--- src/rtl/mwdma_pkg.sv ---
package mwdma_pkg;

  typedef enum logic [2:0] {
    ST_IDLE,
    ST_REQUEST,
    ST_ACTIVE,
    ST_SUSPEND,
    ST_DONE
  } hsState_t;

  // strobes from control to datapath
  typedef struct packed {
    logic loadCount;
    logic xferEn;
    logic dirRead;
  } dpCtl_t;

endpackage

--- src/rtl/mwdma_datapath.sv ---
module mwdma_datapath
  import mwdma_pkg::*;
#(
  parameter int DATA_W = 16,
  parameter int CNT_W  = 16
) (
  input  logic              clk,
  input  logic              rstN,
  input  dpCtl_t            ctl,
  input  logic              dmaAckN,
  input  logic              rdStrobeN,
  input  logic              wrStrobeN,
  input  logic [DATA_W-1:0] hostDataIn,
  output logic [DATA_W-1:0] hostDataOut,
  output logic              hostDataOe,
  output logic              rxPush,
  output logic [DATA_W-1:0] rxData,
  input  logic              rxFull,
  output logic              txPop,
  input  logic [DATA_W-1:0] txData,
  input  logic              txEmpty,
  input  logic [CNT_W-1:0]  xferWords,
  output logic              loadZero,
  output logic              readyNow,
  output logic              wordDone,
  output logic              lastWord,
  output logic              strobesIdle
);

  localparam logic [CNT_W-1:0] CNT_ONE = CNT_W'(1);

  logic             rdPrevN;
  logic             wrPrevN;
  logic             rdRise;
  logic             wrRise;
  logic             moveOk;
  logic [CNT_W-1:0] wordsLeft;

  always_ff @(posedge clk) begin
    if (!rstN) begin
      rdPrevN <= 1'b1;
      wrPrevN <= 1'b1;
    end else begin
      rdPrevN <= rdStrobeN;
      wrPrevN <= wrStrobeN;
    end
  end

  assign rdRise = !rdPrevN && rdStrobeN;
  assign wrRise = !wrPrevN && wrStrobeN;
  assign moveOk = ctl.xferEn && !dmaAckN;

  // host-to-device: capture at the trailing edge of the write strobe
  assign rxPush = moveOk && !ctl.dirRead && wrRise;
  assign rxData = hostDataIn;

  // device-to-host: present FIFO head while read strobe is low
  assign txPop       = moveOk && ctl.dirRead && rdRise;
  assign hostDataOut = txData;
  assign hostDataOe  = moveOk && ctl.dirRead && !rdStrobeN;

  assign wordDone    = rxPush || txPop;
  assign readyNow    = ctl.dirRead ? !txEmpty : !rxFull;
  assign strobesIdle = rdStrobeN && wrStrobeN;
  assign loadZero    = (xferWords == '0);
  assign lastWord    = (wordsLeft == CNT_ONE);

  always_ff @(posedge clk) begin
    if (!rstN) begin
      wordsLeft <= '0;
    end else if (ctl.loadCount) begin
      wordsLeft <= xferWords;
    end else if (wordDone) begin
      wordsLeft <= wordsLeft - CNT_ONE;
    end
  end

  assert_count_step_R6: assert property (@(posedge clk) disable iff (!rstN)
    (wordDone && !ctl.loadCount) |=> (wordsLeft == $past(wordsLeft) - CNT_ONE));

  assert_quiet_reset_R1: assert property (@(posedge clk)
    !rstN |=> (!rxPush && !txPop && !hostDataOe));

endmodule

--- src/rtl/mwdma_ctrl.sv ---
module mwdma_ctrl
  import mwdma_pkg::*;
(
  input  logic   clk,
  input  logic   rstN,
  input  logic   xferStart,
  input  logic   xferRead,
  input  logic   dmaAckN,
  input  logic   loadZero,
  input  logic   readyNow,
  input  logic   wordDone,
  input  logic   lastWord,
  input  logic   strobesIdle,
  output dpCtl_t ctl,
  output logic   dmaReq,
  output logic   xferDone
);

  hsState_t state;
  hsState_t stateN;
  logic     reqQ;
  logic     reqN;
  logic     dirQ;
  logic     ackOn;

  assign ackOn = !dmaAckN;

  always_ff @(posedge clk) begin
    if (!rstN) begin
      state <= ST_IDLE;
      reqQ  <= 1'b0;
      dirQ  <= 1'b0;
    end else begin
      state <= stateN;
      reqQ  <= reqN;
      if (state == ST_IDLE && xferStart) dirQ <= xferRead;
    end
  end

  always_comb begin
    stateN = state;
    reqN   = reqQ;
    unique case (state)
      ST_IDLE: begin
        reqN = 1'b0;
        if (xferStart) stateN = loadZero ? ST_DONE : ST_REQUEST;
      end
      ST_REQUEST: begin
        reqN = readyNow;
        if (reqQ && ackOn) stateN = ST_ACTIVE;
      end
      ST_ACTIVE: begin
        if (wordDone) begin
          if (lastWord) begin
            stateN = ST_DONE;
            reqN   = 1'b0;
          end
        end else if (!ackOn) begin
          stateN = ST_SUSPEND;
        end else if (!readyNow && strobesIdle) begin
          stateN = ST_REQUEST;
          reqN   = 1'b0;
        end
      end
      ST_SUSPEND: begin
        if (ackOn) stateN = ST_ACTIVE;
      end
      ST_DONE: begin
        stateN = ST_IDLE;
        reqN   = 1'b0;
      end
      default: begin
        stateN = ST_IDLE;
        reqN   = 1'b0;
      end
    endcase
  end

  assign ctl.loadCount = (state == ST_IDLE) && xferStart;
  assign ctl.xferEn    = (state == ST_ACTIVE);
  assign ctl.dirRead   = dirQ;
  assign dmaReq        = reqQ;
  assign xferDone      = (state == ST_DONE);

  assert_req_held_R3: assert property (@(posedge clk) disable iff (!rstN)
    (dmaReq && dmaAckN) |=> dmaReq);

  assert_req_ready_R2: assert property (@(posedge clk) disable iff (!rstN)
    $rose(dmaReq) |-> $past(readyNow));

  assert_done_pulse_R6: assert property (@(posedge clk) disable iff (!rstN)
    xferDone |=> !xferDone);

  assert_suspend_req_R7: assert property (@(posedge clk) disable iff (!rstN)
    (state == ST_SUSPEND) |-> dmaReq);

  assert_zero_count_R10: assert property (@(posedge clk) disable iff (!rstN)
    (state == ST_IDLE && xferStart && loadZero) |=> (xferDone && !dmaReq));

  assert_start_ignored_R11: assert property (@(posedge clk) disable iff (!rstN)
    (state == ST_ACTIVE && xferStart && !wordDone && ackOn && readyNow) |=> (state == ST_ACTIVE));

endmodule

--- src/rtl/mwdma_handshake.sv ---
module mwdma_handshake
  import mwdma_pkg::*;
#(
  parameter int DATA_W = 16,
  parameter int CNT_W  = 16
) (
  input  logic              clk,
  input  logic              rstN,
  input  logic              xferStart,
  input  logic              xferRead,
  input  logic [CNT_W-1:0]  xferWords,
  output logic              dmaReq,
  input  logic              dmaAckN,
  input  logic              rdStrobeN,
  input  logic              wrStrobeN,
  input  logic [DATA_W-1:0] hostDataIn,
  output logic [DATA_W-1:0] hostDataOut,
  output logic              hostDataOe,
  output logic              rxPush,
  output logic [DATA_W-1:0] rxData,
  input  logic              rxFull,
  output logic              txPop,
  input  logic [DATA_W-1:0] txData,
  input  logic              txEmpty,
  output logic              xferDone
);

  dpCtl_t ctl;
  logic   loadZero;
  logic   readyNow;
  logic   wordDone;
  logic   lastWord;
  logic   strobesIdle;

  mwdma_ctrl ctrl_i (
    .clk         (clk),
    .rstN        (rstN),
    .xferStart   (xferStart),
    .xferRead    (xferRead),
    .dmaAckN     (dmaAckN),
    .loadZero    (loadZero),
    .readyNow    (readyNow),
    .wordDone    (wordDone),
    .lastWord    (lastWord),
    .strobesIdle (strobesIdle),
    .ctl         (ctl),
    .dmaReq      (dmaReq),
    .xferDone    (xferDone)
  );

  mwdma_datapath #(
    .DATA_W (DATA_W),
    .CNT_W  (CNT_W)
  ) dp_i (
    .clk         (clk),
    .rstN        (rstN),
    .ctl         (ctl),
    .dmaAckN     (dmaAckN),
    .rdStrobeN   (rdStrobeN),
    .wrStrobeN   (wrStrobeN),
    .hostDataIn  (hostDataIn),
    .hostDataOut (hostDataOut),
    .hostDataOe  (hostDataOe),
    .rxPush      (rxPush),
    .rxData      (rxData),
    .rxFull      (rxFull),
    .txPop       (txPop),
    .txData      (txData),
    .txEmpty     (txEmpty),
    .xferWords   (xferWords),
    .loadZero    (loadZero),
    .readyNow    (readyNow),
    .wordDone    (wordDone),
    .lastWord    (lastWord),
    .strobesIdle (strobesIdle)
  );

endmodule

--- config.mk ---
export PLATFORM = sky130hd
export DESIGN_NAME = mwdma_handshake
export DESIGN_NICKNAME = d
export VERILOG_FILES = /design/src/rtl/mwdma_pkg.sv /design/src/rtl/mwdma_datapath.sv /design/src/rtl/mwdma_ctrl.sv /design/src/rtl/mwdma_handshake.sv
export SDC_FILE = /design/constraint.sdc
export NUM_CORES = 1
export LEC_CHECK = 0
export ABC_AREA = 1
export BUFFER_PORTS_ARGS = -buffer_cell sky130_fd_sc_hd__buf_4
export CAP_MARGIN = 20
export CORE_ASPECT_RATIO = 0.7
export CORE_MARGIN = 3
export CORE_UTILIZATION = 48
export CTS_BUF_LIST = sky130_fd_sc_hd__clkbuf_4 sky130_fd_sc_hd__clkbuf_8
export DETAILED_ROUTE_END_ITERATION = 12
export GPL_TIMING_DRIVEN = 0
export PLACE_DENSITY = 0.83
export RECOVER_POWER = 50
export SLEW_MARGIN = 10
export SYNTH_ARGS = -nofsm -noshare
export SYNTH_HDL_FRONTEND = slang
export SYNTH_SLANG_ARGS = --single-unit
--- constraint.sdc ---
create_clock -name clk -period 1.9 [get_ports clk]
set_clock_uncertainty 0.1 [all_clocks]
set_input_delay 0.19 -clock clk [delete_from_list [all_inputs] [get_ports clk]]
set_output_delay 0.19 -clock clk [all_outputs]
set_load 0.05 [all_outputs]
==> impl_metrics.ini, run 1 <==
[worst_setup_path]
regToRegSetupSlack_ps = 150
worstPathCellList = nand3_1 > nor2_2 > nand2_4 > inv_1 > buf_4
path_depth = 5
crit_slowest_cell = dfxtp_1
worstPathArrival_ps = 1470
reg2reg_to = dp_i.wordsLeft[2]
critPathLaunch = ctrl_i.state[1]
crit_path_max_fanout = 6
critPathMaxStageDelay_ps = 450
crit_path_end_kind = primary output
crit_family = simple AND/OR/NAND/NOR gates
start_kind = flop
crit_required_ps = 1610
r2r_start = ctrl_i.state[1]
endpoint = rxPush
path_buf_inv = 2
r2r_cells = 9
critPathKind = flop to primary output

[synth]
netlist_area_um2 = 1940
postSynthCellCount = 314
synthArstFlopShare = 0
yosysTopAreaCellShare = 0.238
synth_fp_nets = 373
syn_avg_cell_area_um2 = 6.17
ys_top_cells_by_count = nand2_1 (87), nor2_1 (46), inv_1 (41), buf_4 (32), nand3_1 (29)
synth.most_common_cell = nand2_1
yosysTopAreaCell = dfxtp_1
yosysWarnings = 0
seq_area_frac_synth = 0.238
synth_edf_count = 0
synthFlopType = dfxtp_1
yosys.cell_types.count = 32
synthTopCellsByArea = dfxtp_1 (24%), nand2_1 (17%), buf_4 (12%)
synth_seq_cells = 23

[sta]
holdWs_ps = 17.9
fin_crit_sh = 0.925
setup_tns_ps = 0
tightest_slew_ps = 603
rsz0062_at_grt = false
slew_violations = 0
hold_viol = 0
max_slew_margin = 0.600
fmax_mhz = 569
period_needed_ps = 1760
setup_viol = 0

[floorplan]
ioPinCount = 94
initial_core_util = 0.525
die_area_um2 = 4850
core_um2 = 3690
placementRows = 18
die_h_um = 59.2
die_w_um = 82.0

[min_path]
hold_path_class = primary input to flop

[clock_network]
cts_tree = done
clock-sinks = 23
clk_latency_ps = 270
htreeDepth = 1
path_clk_slew_ps = 90
numCtsBuffers = 3
clockBufferDepth = 2
ctsHoldBuffers = 0
ctsRootBufferMaster = clkbuf_8

[routing]
drt_iter0_drc = 102
routed_via_density = 4.80
ant_nets = 0
routed_wirelength_um = 5090
drc = 0
dr_total_vias = 2059
drt_pass1_iterations = 5
wl_per_cell_um = 11.9

[cells_and_area]
diodes = 0
layout-drive-gt1-share = 0.237
nets = 439
syn_to_final_growth_pct = 23.8
fin_util = 0.650

[placed_design]
port_buffers = 61
gp_congestion = 0.890
place_hpwl_um = 4030

[global_routing]
antenna_found_initial = 0
grt_usage = 0.207
grt_pass1_vias = 1749
grt_pass1_wl_um = 7800
grt.overflow.total = 0
grt_max_degree = 13

[pwr]
peakVddDrop_v = 0.000549
power_density_nw_per_um2 = 1070
leakage_nw = 1.28

[flow_run]
drv_cap = 0

[outcome]
status = complete, no violations
==> tightest hold or removal path, cell delays in order <==
cell	delay, ps
buf_4	80
inv_1	40
nand2_1	40
==> state kept, by name, summed over array words and instances (netlist names) <==
signal	cells
dp_i.wordsLeft	16
ctrl_i.state	3
ctrl_i.dmaReq	1
dp_i.rdPrevN	1
dp_i.wrPrevN	1
ctrl_i.dirQ	1
==> power breakdown <==
part	total, mW	internal [mW]	switching (mW)
Sequential	0.694	0.593	0.101
Combinational	1.55	0.542	1.01
Clock	0.332	0.164	0.168
Total	2.58	1.30	1.28
==> how the worst min path moves through the flow <==
stage	start	to	slack [ps]	cells past startpoint
after floorplan	wrStrobeN	dp_i.wrPrevN	190	2
after global placement	wrStrobeN	dp_i.wrPrevN	290	3
after detailed placement	wrStrobeN	dp_i.wrPrevN	300	3
after CTS	wrStrobeN	dp_i.wrPrevN	20	3
after global routing	wrStrobeN	dp_i.wrPrevN	20	3
final	wrStrobeN	dp_i.wrPrevN	20	3
==> cells in the final DEF, fill, tap and decap left out, drive strengths merged, types with 2 or more instances in the layout <==
cell / count
a211oi: 2
o21ai: 7
buf: 70
xnor2: 3
nor3: 2
xor2: 5
inv: 42
nand4: 4
dfxtp: 23
nand3: 29
nor2: 50
clkbuf: 34
a21oi: 7
a31oi: 2
ha: 2
o211ai: 2
nand2: 91
==> per-layer routing <==
layer | global-route usage | share of wire | vias to the layer above
met1 | 0.311 | 0.46 | 898
met4 | 0.0332 | 0.0053 | 0
met5 | 0 | 0 | -
met3 | 0.0562 | 0.11 | 4
li1 | - | - | 1068
met2 | 0.296 | 0.42 | 89
==> what timing repair did <==
action,4_1_cts,5_1_grt
endpoints found under the hold margin,0,0
gates resized for setup,0,1
buffers inserted,0,0
endpoints found under the setup margin,0,1
==> logic make-up (layout without fill, tap and decap cells) <==
| kind of cell | Yosys count | after routing | synth area share |
|---|---|---|---|
| buf+inv | 81 | 146 | 0.240 |
| flops | 23 | 23 | 0.238 |
| simple gates | 179 | 179 | 0.405 |
| compound gates | 21 | 21 | 0.0684 |
| fa+ha+maj | 2 | 2 | 0.0129 |
| xor+xnor | 8 | 8 | 0.0362 |
==> per-stage QoR <==
| step | instances | total power, mW | worst slack, ps | area [um^2] |
|---|---|---|---|---|
| finish | 429 | 2.58 | 143 | 2400 |
| floorplan | 314 | 1.89 | 155 | 1940 |
| global placement | 425 | 2.21 | 213 | 2460 |
| global route | 429 | 2.80 | 60.3 | 2400 |
| CTS | 429 | 2.58 | 152 | 2510 |
| detailed placement | 425 | 2.25 | 178 | 2460 |
==> layout make-up <==
cell class / instances / area (um^2)
flip-flops and latches: 23 / 460
well taps: 50 / 62.6
inverters: 42 / 158
plain buffers: 39 / 300
multi-input cells: 210 / 1020
fillers: 373 / 1290
clock buffers: 4 / 48.8
repair buffers: 61 / 349
No activity file was read; power rests on OpenSTA's default activity.
==> run 2: changes to the inputs <==
--- a/config.mk
+++ b/config.mk
@@ -10,5 +10,4 @@
 export CAP_MARGIN = 20
 export CORE_ASPECT_RATIO = 0.7
-export CORE_MARGIN = 3
 export CORE_UTILIZATION = 48
 export CTS_BUF_LIST = sky130_fd_sc_hd__clkbuf_4 sky130_fd_sc_hd__clkbuf_8
==> constraint.sdc (replaced) <==
create_clock -name clk -period 1.9 [get_ports clk]
set_clock_uncertainty 0.1 [all_clocks]
set_input_delay 0 -clock clk [delete_from_list [all_inputs] [get_ports clk]]
set_output_delay 0 -clock clk [all_outputs]
set_load 0.05 [all_outputs]
==> impl_metrics.ini, run 2 (synthesized netlist as in run 1, its figures left out) <==
[sta]
slew_violations = 0
tightest_slew_ps = 599
period_needed_ps = 1760
setup_tns_ps = 0
rsz0062_at_grt = false
fin_crit_sh = 0.928
hold_viol = 0
setup_viol = 0
max_slew_margin = 0.602
fmax_mhz = 567

[pwr]
p_int_mw = 1.33
peakVddDrop_v = 0.000521
comb_power_share = 0.607
p_switching_mw = 1.28
p_sw_frac = 0.491
power_density_nw_per_um2 = 995
leakage_nw = 1.38
power.share.clock = 0.126
power.share.sequential = 0.267

[global_routing]
antenna_found_initial = 0
grt_max_degree = 13
grt_pass1_wl_um = 8090
grt_pass1_vias = 1794
grt.overflow.total = 0
grt_usage = 0.247

[placed_design]
port_buffers = 61
postPlaceCellArea_um2 = 2460
gp_congestion = 0.893
place_hpwl_um = 3870

[cells_and_area]
fin_util = 0.711
syn_to_final_growth_pct = 35.5
largest_reg_flops = 16
design_area_um2 = 2630
reg_top3 = dp_i.wordsLeft: 16 flops, ctrl_i.state: 3 flops
layout_common_cells = nand2_1 (87), buf_4 (63), nor2_1 (46)
nets = 461
diodes = 0
top_register = dp_i.wordsLeft
layout-drive-gt1-share = 0.224
layout_commonest_cell = nand2_1

[min_path]
hold_path_class = primary input to flop
holdPathEnd = ctrl_i.dmaReq
holdPathStages = 6
min-delay-start = txEmpty

[floorplan]
placementRows = 18
die_h_um = 55.2
ioPinCount = 94
die_w_um = 78.0
initial_core_util = 0.525
die_area_um2 = 4300
core_um2 = 3690

[worst_setup_path]
worstPathCellList = inv_1 > ha_1 > nand2_1 > nor2_1 > nand2_1 > xor2_1 > nand2_1 > nand3_1 > nand2_1 > inv_1
critPathMaxStageDelay_ps = 320
r2r_start = dp_i.wordsLeft[1]
worstPathArrival_ps = 1840
r2r_cells = 10
regToRegSetupSlack_ps = 140
reg2reg_to = dp_i.wordsLeft[14]
crit_path_end_kind = flop
crit_slowest_cell = nor2_1
crit_family = simple AND/OR/NAND/NOR gates
start_kind = flop
crit_path_max_fanout = 4
critPathKind = flop to flop
crit_top_cell = nand2_1
path_buf_inv = 2
crit_required_ps = 1980

[clock_network]
numCtsBuffers = 3
clockBufferDepth = 2
htreeDepth = 1
clock-sinks = 23
path_clk_slew_ps = 80
cts_tree = done
clk_latency_ps = 270
post-cts-setup-buffers = 0
ctsRootBufferMaster = clkbuf_8

[routing]
routed_via_density = 4.84
drt_iter0_drc = 224
drt_pass1_iterations = 5
routed_wirelength_um = 5270
wl_per_cell_um = 11.7
ant_nets = 0
dr_total_vias = 2184
drc = 0

[flow_run]
drv_cap = 0

[outcome]
status = complete, no violations
==> run 2: cell count changes in the layout (fill, tap and decap cells not counted) <==
cell           before  now
nand3_2             0    1
buf_6               1    2
nand3_1            29   28
dlygate4sd3_1       0   22
nor2_1             45   46
nor2_2              3    2
buf_4              64   63
==> run 2: layout make-up <==
class                           instances  area (um^2)
Inverter                               42          158
Clock buffer                            4         48.8
Tap cell                               50         62.6
Multi-Input combinational cell        210         1020
Fill cell                             343         1070
Sequential cell                        23          460
Buffer                                 39          308
Timing Repair Buffer                   83          566
==> run 2: power by group through the flow <==
stage | Combinational, mW | Sequential, mW | Clock (mW)
finish | 1.59 | 0.697 | 0.329
global route | 1.77 | 0.713 | 0.353
CTS | 1.59 | 0.692 | 0.334
detailed placement | 1.54 | 0.701 | 0
global placement | 1.51 | 0.699 | 0
floorplan | 1.19 | 0.708 | 0
==> run 2: repair_timing <==
action                                  in CTS  in global routing
hold buffers                                22                  0
endpoints found under the setup margin       0                  1
resized for setup                            0                  1
endpoints found under the hold margin       19                  0
==> run 2: worst max path at each step <==
| stage | start | cells after the start | slack, ps | end |
|---|---|---|---|---|
| 2_1_floorplan | ctrl_i.dirQ | 2 | 340 | hostDataOe |
| 3_3_place_gp | ctrl_i.state[1] | 9 | 210 | dp_i.wordsLeft[2] |
| 3_5_place_dp | ctrl_i.state[1] | 9 | 180 | dp_i.wordsLeft[2] |
| 4_1_cts | ctrl_i.state[1] | 9 | 170 | dp_i.wordsLeft[2] |
| 5_1_grt | ctrl_i.state[0] | 10 | 10 | dp_i.wordsLeft[2] |
| 6_report | dp_i.wordsLeft[1] | 10 | 140 | dp_i.wordsLeft[14] |
==> run 2: routing by layer <==
| metal | vias to the layer above | part of all wire | GRT usage | wire length (um) |
|---|---|---|---|---|
| met4 | 0 | 0.0038 | 0.0463 | 20 |
| li1 | 1113 | - | - | - |
| met5 | - | 0 | 0 | 0 |
| met3 | 4 | 0.092 | 0.0541 | 484 |
| met2 | 113 | 0.45 | 0.432 | 2390 |
| met1 | 954 | 0.45 | 0.323 | 2380 |
==> run 2: worst reg2reg max path, cell delays in order, from the launching register on <==
cell and delay, ps:
dfxtp_1 310, inv_1 120, ha_1 200, nand2_1 140
nor2_1 320, nand2_1 110, xor2_1 150, nand2_1 70
nand3_1 60, nand2_1 60, inv_1 30
==> run 2: stage by stage <==
stage	worst slack (ps)	cells	hold slack [ps]	power, mW
2_1_floorplan	345	314	-3.91	1.89
3_3_place_gp	205	425	98.6	2.21
3_5_place_dp	180	425	104	2.24
4_1_cts	167	451	48.5	2.61
5_1_grt	11.0	451	94.1	2.83
6_report	136	451	43.4	2.61
==> run 3: changes to the inputs <==
- ABC_AREA: 1 -> unset
- CORE_ASPECT_RATIO: 0.7 -> 1.75
- CORE_UTILIZATION: 48 -> 46
- SYNTH_HIERARCHICAL: unset -> 1
==> impl_metrics.ini, run 3 <==
[outcome]
status = complete, but fails checks
violations = setup timing

[synth]
yosysTopAreaCell = dfxtp_1
ys_top_cells_by_count = buf_4 (34), dfxtp_1 (23), o21ai_0 (17), a31oi_1 (10), nand2_1 (10)
synth_fp_nets = 258
synth.most_common_cell = buf_4
synth_seq_cells = 23
synthFlopType = dfxtp_1
synthMuxAreaShare = 0.0182
synthTopCellsByArea = dfxtp_1 (28%), buf_4 (15%), o21ai_0 (5.1%)
synth_xor_area_frac = 0.0212
seq_area_frac_synth = 0.279
yosys.area_share.simple = 0.261
yosysWarnings = 6
postSynthCellCount = 199
synth_top_family_by_area = simple AND/OR/NAND/NOR gates
synth_compound_area_frac = 0.223
yosys.area_share.adder = 0.0151
yosysTopAreaCellShare = 0.279
synth_edf_count = 0
netlist_area_um2 = 1650
syn_avg_cell_area_um2 = 8.31
synthArstFlopShare = 0
yosys.cell_types.count = 54

[routing]
dr_total_vias = 1984
ant_nets = 0
drt_pass1_iterations = 4
wl_per_cell_um = 16.1
routed_wirelength_um = 5500
routed_via_density = 5.80
drc = 0
drt_iter0_drc = 63

[global_routing]
grt.overflow.total = 0
grt_max_degree = 13
grt_usage = 0.297
grt_pass1_vias = 1961
grt_pass1_wl_um = 8210
antenna_found_initial = 0

[cells_and_area]
final_cells = 342
multi_input_area_um2 = 1010
nets = 357
seqCellArea_um2 = 478
largest_reg_flops = 16
top_register = dp_i/wordsLeft
layout-drive-gt1-share = 0.438
diodes = 0
n_fill_cell = 262
reg_top3 = dp_i/wordsLeft: 16 flops, ctrl_i/state: 3 flops
layout_commonest_cell = buf_4
layout_common_cells = buf_4 (87), clkbuf_1 (23), dlygate4sd3_1 (18)
syn_to_final_growth_pct = 56.2
design_area_um2 = 2580

[flow_run]
drv_cap = 0

[clock_network]
clk_latency_ps = 270
ctsRootBufferMaster = clkbuf_8
clockBufferDepth = 2
clock-sinks = 23
path_clk_slew_ps = 80
htreeDepth = 1
cts_tree = done
numCtsBuffers = 3

[sta]
max_slew_margin = 0.606
final.setup.worst_slack_ps = -280
hold_viol = 0
fin_crit_sh = 1.15
fmax_mhz = 459
period_needed_ps = 2180
setup_viol = 12
slew_violations = 0
holdWs_ps = 17.0
setup_tns_ps = -1800
rsz0062_at_grt = true
tightest_slew_ps = 593

[floorplan]
die_w_um = 47.3
placementRows = 28
core_um2 = 3400
ioPinCount = 94
initial_core_util = 0.486
die_h_um = 81.3
die_area_um2 = 3850

[worst_setup_path]
crit_path_end_kind = flop
start_kind = flop
crit_path_max_fanout = 5
critPathKind = flop to flop
crit_required_ps = 2000
worstPathArrival_ps = 2280

[placed_design]
dp_cells = 305
gp_congestion = 0.769
pre_cts_ws_ps = -339
port_buffers = 61
place_hpwl_um = 3160
postPlaceCellArea_um2 = 2190

[pwr]
peakVddDrop_v = 0.000509
leakage_nw = 1.07
power_density_nw_per_um2 = 615

[min_path]
hold_path_class = primary input to flop
==> run 3: cell type report <==
class	instances	share of cell area
buffer	36	0.104
clock buffer	4	0.0189
inverter	7	0.0102
multi-input combinational	131	0.393
sequential	23	0.185
tap	45	0.0218
timing repair buffer	96	0.267
==> run 3: path summary, 6_finish.rpt <==
check | start | endpoint | slack, ps | depth (start not counted)
worst min-delay path | xferWords[3] | dp_i/wordsLeft[3] | 20 | 3
worst min register to register | dp_i/wordsLeft[6] | dp_i/wordsLeft[6] | 420 | 2
worst max register to register | dp_i/wordsLeft[2] | dp_i/wordsLeft[13] | -280 | 5
worst max-delay path | dp_i/wordsLeft[2] | dp_i/wordsLeft[13] | -280 | 5
==> run 3: metrics by stage <==
| stage | utilization | total power [mW] |
|---|---|---|
| detailed placement | 0.643 | 1.15 |
| CTS | 0.751 | 1.55 |
| global route | 0.760 | 1.65 |
| floorplan | - | 0.991 |
| global placement | 0.643 | 1.15 |
| finish | 0.760 | 1.59 |
==> run 3: what timing repair did <==
| action | in CTS | in global routing |
|---|---|---|
| resized for setup | 22 | 14 |
| setup buffers | 10 | 7 |
| cloned | 0 | 0 |
| endpoints found under the hold margin | 21 | 0 |
| pin swaps | 13 | 9 |
| setup endpoints to repair | 18 | 20 |
| hold buffers | 18 | 0 |
==> run 3: worst max-delay path, stage by stage (launching register included) <==
cell and delay (ps):
dfxtp_4 350, or4_4 540, a2111o_1 440, buf_6 150
or4_1 390, a31oi_1 140
==> run 3: where the power goes <==
group / leakage (nW) / internal [mW] / total, mW / switching [mW]
Combinational: 0.846 / 0.291 / 0.654 / 0.363
Clock: 0.0262 / 0.164 / 0.326 / 0.162
Sequential: 0.194 / 0.539 / 0.608 / 0.0697
==> run 3: kinds of logic after synthesis <==
kind of cell             after synthesis
AND/OR/NAND/NOR                       68
AO/OA/AOI/OAI                         54
multiplexers                           3
XOR/XNOR                               4
buffers and inverters                 45
flip-flops                            23
adder cells (fa/ha/maj)                2
==> run 3: metal layers <==
layer / up-vias / part of all wire / global-route usage
met5: - / 0 / 0
met4: 0 / 0.051 / 0.174
met3: 28 / 0.068 / 0.0444
met2: 121 / 0.56 / 0.567
met1: 931 / 0.32 / 0.266
li1: 904 / - / -
